[src/rtl/fp_pkg.sv]
package fp_pkg;
  // behaviour of a fault once it has become active
  typedef enum logic {
    FLT_FOLLOW = 1'b0,
    FLT_LATCH  = 1'b1
  } flt_mode_e;
endpackage

[src/rtl/fp_fault_cell.sv]
module fp_fault_cell
  import fp_pkg::*;
(
  input  logic      clk,
  input  logic      rst,
  input  logic      cck_en,
  input  logic      pin,
  input  logic      pol,
  input  logic      filt_en,
  input  flt_mode_e mode,
  input  logic      clr,
  output logic      active
);
  logic hit_raw;
  logic smp_q;
  logic flt_q;
  logic lat_q;
  logic cur;

  assign hit_raw = (pin == pol);

  // two-sample agreement filter, paced by the PWM clock enable
  always_ff @(posedge clk) begin
    if (rst) begin
      smp_q <= 1'b0;
      flt_q <= 1'b0;
    end else if (cck_en) begin
      smp_q <= hit_raw;
      if (hit_raw == smp_q) flt_q <= hit_raw;
    end
  end

  assign cur = filt_en ? flt_q : hit_raw;

  // latch: set by an active input, released by a clear only once the input is inactive
  always_ff @(posedge clk) begin
    if (rst)                  lat_q <= 1'b0;
    else if (mode != FLT_LATCH) lat_q <= 1'b0;
    else if (cur)             lat_q <= 1'b1;
    else if (clr)             lat_q <= 1'b0;
  end

  assign active = cur | ((mode == FLT_LATCH) & lat_q);

  assert_filter_paced_R3: assert property (@(posedge clk) disable iff (rst)
    (!$stable(flt_q) && !$past(rst)) |-> $past(cck_en));

  assert_latch_hold_R4: assert property (@(posedge clk) disable iff (rst)
    (mode == FLT_LATCH && active && !clr) |=> (mode != FLT_LATCH || active));

  assert_latch_release_R5: assert property (@(posedge clk) disable iff (rst)
    ($fell(lat_q) && !$past(rst)) |-> ($past(clr) || $past(mode) != FLT_LATCH));
endmodule

[src/rtl/fp_chan_force.sv]
module fp_chan_force #(
  parameter int NF = 5
) (
  input  logic          en,
  input  logic [NF-1:0] mask,
  input  logic [NF-1:0] active,
  input  logic          fv_hi,
  input  logic          fv_lo,
  input  logic          ovr_hi,
  input  logic          ovr_lo,
  output logic          hi,
  output logic          lo,
  output logic          trig
);
  always_comb begin
    trig = en & (|(mask & active));
    hi   = trig ? fv_hi : ovr_hi;
    lo   = trig ? fv_lo : ovr_lo;
  end
endmodule

[src/rtl/fp_fault_guard.sv]
module fp_fault_guard
  import fp_pkg::*;
#(
  parameter int NF  = 5,
  parameter int NCH = 4
) (
  input  logic              clk,
  input  logic              rst,
  input  logic              cck_en,
  input  logic [NF-1:0]     fault_in,
  input  logic [NF-1:0]     fault_pol,
  input  logic [NF-1:0]     fault_filt,
  input  logic [NF-1:0]     fault_latch,
  input  logic [NF-1:0]     fault_clr,
  input  logic [NCH-1:0]    ch_en,
  input  logic [NCH-1:0]    ch_sync,
  input  logic [NCH*NF-1:0] ch_mask,
  input  logic [NCH-1:0]    fv_hi,
  input  logic [NCH-1:0]    fv_lo,
  input  logic [NCH-1:0]    ovr_hi,
  input  logic [NCH-1:0]    ovr_lo,
  output logic [NCH-1:0]    pwm_hi,
  output logic [NCH-1:0]    pwm_lo,
  output logic [NCH-1:0]    cnt_rst,
  output logic [NF-1:0]     fault_level,
  output logic [NF-1:0]     fault_active
);
  localparam int MW = NCH * NF;

  assign fault_level = fault_in;

  for (genvar y = 0; y < NF; y++) begin : g_fault
    fp_fault_cell u_cell (
      .clk     (clk),
      .rst     (rst),
      .cck_en  (cck_en),
      .pin     (fault_in[y]),
      .pol     (fault_pol[y]),
      .filt_en (fault_filt[y]),
      .mode    (flt_mode_e'(fault_latch[y])),
      .clr     (fault_clr[y]),
      .active  (fault_active[y])
    );

    assert_follow_mode_R2: assert property (@(posedge clk) disable iff (rst)
      (!fault_filt[y] && !fault_latch[y]) |-> (fault_active[y] == (fault_in[y] == fault_pol[y])));
  end

  for (genvar c = 0; c < NCH; c++) begin : g_chan
    logic [NF-1:0] sel_mask;
    assign sel_mask = ch_sync[c] ? ch_mask[NF-1:0] : ch_mask[c*NF +: NF];

    fp_chan_force #(.NF(NF)) u_force (
      .en     (ch_en[c]),
      .mask   (sel_mask),
      .active (fault_active),
      .fv_hi  (fv_hi[c]),
      .fv_lo  (fv_lo[c]),
      .ovr_hi (ovr_hi[c]),
      .ovr_lo (ovr_lo[c]),
      .hi     (pwm_hi[c]),
      .lo     (pwm_lo[c]),
      .trig   (cnt_rst[c])
    );

    assert_forced_vals_R9: assert property (@(posedge clk) disable iff (rst)
      cnt_rst[c] |-> (pwm_hi[c] == fv_hi[c] && pwm_lo[c] == fv_lo[c]));

    assert_passthru_R10: assert property (@(posedge clk) disable iff (rst)
      !cnt_rst[c] |-> (pwm_hi[c] == ovr_hi[c] && pwm_lo[c] == ovr_lo[c]));

    assert_disabled_R8: assert property (@(posedge clk) disable iff (rst)
      !ch_en[c] |-> !cnt_rst[c]);

    assert_sync_mask_R7: assert property (@(posedge clk) disable iff (rst)
      (ch_sync[c] && ch_en[c] && ch_en[0] && !ch_sync[0]) |-> (cnt_rst[c] == cnt_rst[0]));
  end

  initial begin
    assert_mask_width: assert (MW == $bits(ch_mask));
  end
endmodule

[config.mk]
export PLATFORM = sky130hd
export DESIGN_NAME = fp_fault_guard
export DESIGN_NICKNAME = d
export VERILOG_FILES = /design/src/rtl/fp_pkg.sv /design/src/rtl/fp_fault_cell.sv /design/src/rtl/fp_chan_force.sv /design/src/rtl/fp_fault_guard.sv
export SDC_FILE = /design/constraint.sdc
export NUM_CORES = 1
export LEC_CHECK = 0
export BUFFER_PORTS_ARGS = -buffer_cell sky130_fd_sc_hd__buf_4
export CAP_MARGIN = 30
export CORE_MARGIN = 4
export CORE_UTILIZATION = 39
export CTS_CLUSTER_SIZE = 12
export DETAILED_ROUTE_END_ITERATION = 8
export PLACE_DENSITY_LB_ADDON = 0.2
export SETUP_SLACK_MARGIN = 0.05
export SLEW_MARGIN = 15
export SYNTH_ARGS = -nofsm -noshare
export SYNTH_HDL_FRONTEND = slang
export SYNTH_HIERARCHICAL = 1
export SYNTH_SLANG_ARGS = --single-unit
[constraint.sdc]
create_clock -name clk -period 2.43 [get_ports clk]
set_clock_uncertainty 0.2 [all_clocks]
set_input_delay 0.3645 -clock clk [delete_from_list [all_inputs] [get_ports clk]]
set_output_delay 0.3645 -clock clk [all_outputs]
set_load 0.05 [all_outputs]
==> impl_metrics.env <==
export IMPL_status="finished with violations"
export IMPL_violations="negative setup slack"
export IMPL_fin_crit_sh_pct=104
export IMPL_path_buf_inv=3
export IMPL_synthXorXnorAreaFrac_pct=6.94
export IMPL_peakVddDrop_uv=501
export IMPL_multi_input_comb_area_sq_um=983
export IMPL_nets=318
export IMPL_pwr_share_seq_pct=26.1
export IMPL_antenna_found_initial=0
export IMPL_cap_violations=0
export IMPL_route_detailed_drc=0
export IMPL_critPathMaxFanout=5
export IMPL_nFillCells=158
export IMPL_die_height_um=62.8
export IMPL_switchingPower_mw=0.391
export IMPL_numCtsBuffers=3
export IMPL_ys_ff_latch=15
export IMPL_cts_sinks=15
export IMPL_syn_avg_cell_area_sq_um=9.38
export IMPL_cts_buffer_depth=2
export IMPL_critPathCaptureType="output port"
export IMPL_synth_compound_area_share_pct=20.3
export IMPL_rsz0062_at_grt="true"
export IMPL_slew_violations=0
export IMPL_cts_tree="done"
export IMPL_worstMarginPinSlew_ns=0.352
export IMPL_synth_fa_ha_area_share_pct=0
export IMPL_syn2layout_area_growth_pct=103
export IMPL_rows=19
export IMPL_io_pins=94
export IMPL_p_clk_share_pct=13.6
export IMPL_finalSetupTns_ns=-0.505
export IMPL_htree_levels=1
export IMPL_vias=1502
export IMPL_critPathLaunchType="input port"
export IMPL_layout_common_cells="106 x buf_4, 14 x dfxtp_1, 13 x mux2_2"
export IMPL_core_sq_mm=0.00281
export IMPL_post_route_min_period_ns=2.52
export IMPL_n_antenna_cell=0
export IMPL_grt_pass1_vias=1520
export IMPL_syn_inst=125
export IMPL_crit_required_ns=1.87
export IMPL_via_per_inst=5.44
export IMPL_syn_nets=197
export IMPL_first_pass_iters=6
export IMPL_wirelength_mm=4.95
export IMPL_grt_use_total_pct=22.9
export IMPL_cts_root_buffer="clkbuf_4"
export IMPL_worstSetupPathType="input port to output port"
export IMPL_placed_cell_area_sq_mm=0.00212
export IMPL_die_w_um=62.8
export IMPL_dr_first_iter_drc_count=94
export IMPL_power_leakage_nw=1.17
export IMPL_crit_family="compound AO/OA/AOI/OAI gates"
export IMPL_powerDensity_mw_per_mm2=429
export IMPL_area_sequential_sq_um=302
export IMPL_grt_max_degree=16
export IMPL_finish_instance_area_sq_mm=0.00238
export IMPL_slowest_stage="a222oi_1"
export IMPL_synth_area_sq_mm=0.00117
export IMPL_grt_overflow=0
export IMPL_relSlewSlack_pct=76.6
export IMPL_min_delay_start="fault_latch[4]"
export IMPL_hold_buffers=0
export IMPL_r2r_start="g_fault[2].u_cell/flt_q"
export IMPL_final_common_cell="buf_4"
export IMPL_grt_pass1_wl_mm=7.32
export IMPL_place_hpwl_mm=3.29
export IMPL_synthDistinctLibCells=17
export IMPL_synth_simple_gate_area_share_pct=14.4
export IMPL_p_sw_share_pct=38.2
export IMPL_cpPeakStageDelay_ns=0.39
export IMPL_synth_top_family_by_area="multiplexers"
export IMPL_startpoint="fault_in[2]"
export IMPL_power_frac_comb_pct=60.4
export IMPL_setup_viol=9
export IMPL_clkTransAtPathRegs_ns=0.10
export IMPL_port_buffers=92
export IMPL_routedWlPerCell_um=17.9
export IMPL_critPathArrivalTime_ns=1.95
export IMPL_synth_area_mux_share_pct=26.4
export IMPL_synth_seq_area_share_pct=25.6
export IMPL_setup_slack_ns=-0.0880
export IMPL_hold_viol_final=0
export IMPL_finalWeightedCongestion=0.773
export IMPL_synth_warnings=6
export IMPL_start_util_pct=41.8
export IMPL_intPower_mw=0.632
export IMPL_max_freq_mhz=397
export IMPL_crit_chain="buf_6, xnor2_4, nand2b_4, nand3_4, a222oi_1, buf_4, a21boi_4, mux2_4, buf_8"
export IMPL_dieArea_sq_mm=0.00395
export IMPL_ant_nets=0
export IMPL_hold_path_class="input port to flop"
export IMPL_clock_latency_ns=0.28
export IMPL_drive_gt1_share_pct=70.2
## stage by stage
step	instances	hold slack (ns)	setup WS (ns)	power [mW]	utilization (%)
after floorplan	125	0.234	-0.140	0.576	-
after global placement	259	0.253	-0.0972	0.785	75.5
after detailed placement	259	0.269	-0.175	0.798	75.5
after CTS	272	0.126	-0.0454	0.990	83.0
after global routing	276	0.124	-0.165	1.07	85.0
final	276	0.126	-0.0880	1.02	85.0
## power by group through the flow
stage | logic [mW] | registers (mW) | clock network, mW
after floorplan | 0.306 | 0.270 | 0
after global placement | 0.514 | 0.271 | 0
after detailed placement | 0.526 | 0.272 | 0
after CTS | 0.582 | 0.266 | 0.141
after global routing | 0.645 | 0.269 | 0.158
final | 0.617 | 0.267 | 0.139
## flip-flops by register name, indices dropped and copies added, names as in the netlist
signal                count
g_fault.u_cell/lat_q      5
g_fault.u_cell/smp_q      5
g_fault.u_cell/flt_q      5
## cell families after synthesis
family / count (synthesis)
and+or+nand+nor: 35
muxes: 28
AOI/OAI and AO/OA: 27
DFF: 15
buffers and inverters: 15
xor gates and xnor gates: 5
## final timing paths
| path | cells after the start | end | slack, ns |
|---|---|---|---|
| worst max-delay path | 9 | pwm_lo[1] | -0.09 |
| worst min-delay path | 3 | g_fault[4].u_cell/lat_q | 0.13 |
| worst max register to register | 3 | g_fault[2].u_cell/lat_q | 1.33 |
| worst min register to register | 2 | g_fault[1].u_cell/flt_q | 0.28 |
## tightest hold or removal path, cell delays in order
cell      delay [ns]
buf_4           0.11
inv_1           0.06
a311oi_2        0.04
## routing by layer
metal	part of all wire (%)	global-route usage (%)	wire, um
met2	54	46.1	2660
met4	3.4	6.61	167
met1	35	22.6	1740
met3	7.7	5.76	381
met5	0	0	0
## cell type report
| cell class | count | area share (%) |
|---|---|---|
| Timing Repair Buffer | 121 | 41.7 |
| Multi-Input combinational cell | 95 | 41.3 |
| Sequential cell | 15 | 12.7 |
| Tap cell | 31 | 1.63 |
| Inverter | 10 | 1.57 |
| Clock buffer | 3 | 0.945 |
| Clock inverter | 1 | 0.210 |
## cells in the mapped netlist
library cell	count	area [sq um]
dfxtp_1	15	300
mux2_2	15	169
inv_1	10	37.5
nand2_1	10	37.5
nand2b_1	10	62.6
nand3_1	10	50.1
mux2_1	8	90.1
a21oi_1	5	25.0
a311oi_2	5	75.1
buf_4	5	37.5
mux2i_1	5	50.1
nor2_1	5	18.8
o31ai_1	5	37.5
xnor2_2	5	81.3
a21boi_1	4	30.0
a222oi_1	4	40.0
a22oi_1	4	30.0
## timing repair
item | 4_1_cts | 5_1_grt
endpoints found under the setup margin | 8 | 9
resized for setup | 28 | 5
setup buffers | 9 | 4
pin swaps | 12 | 4
Note: power is estimated with default switching activity, not from simulation.
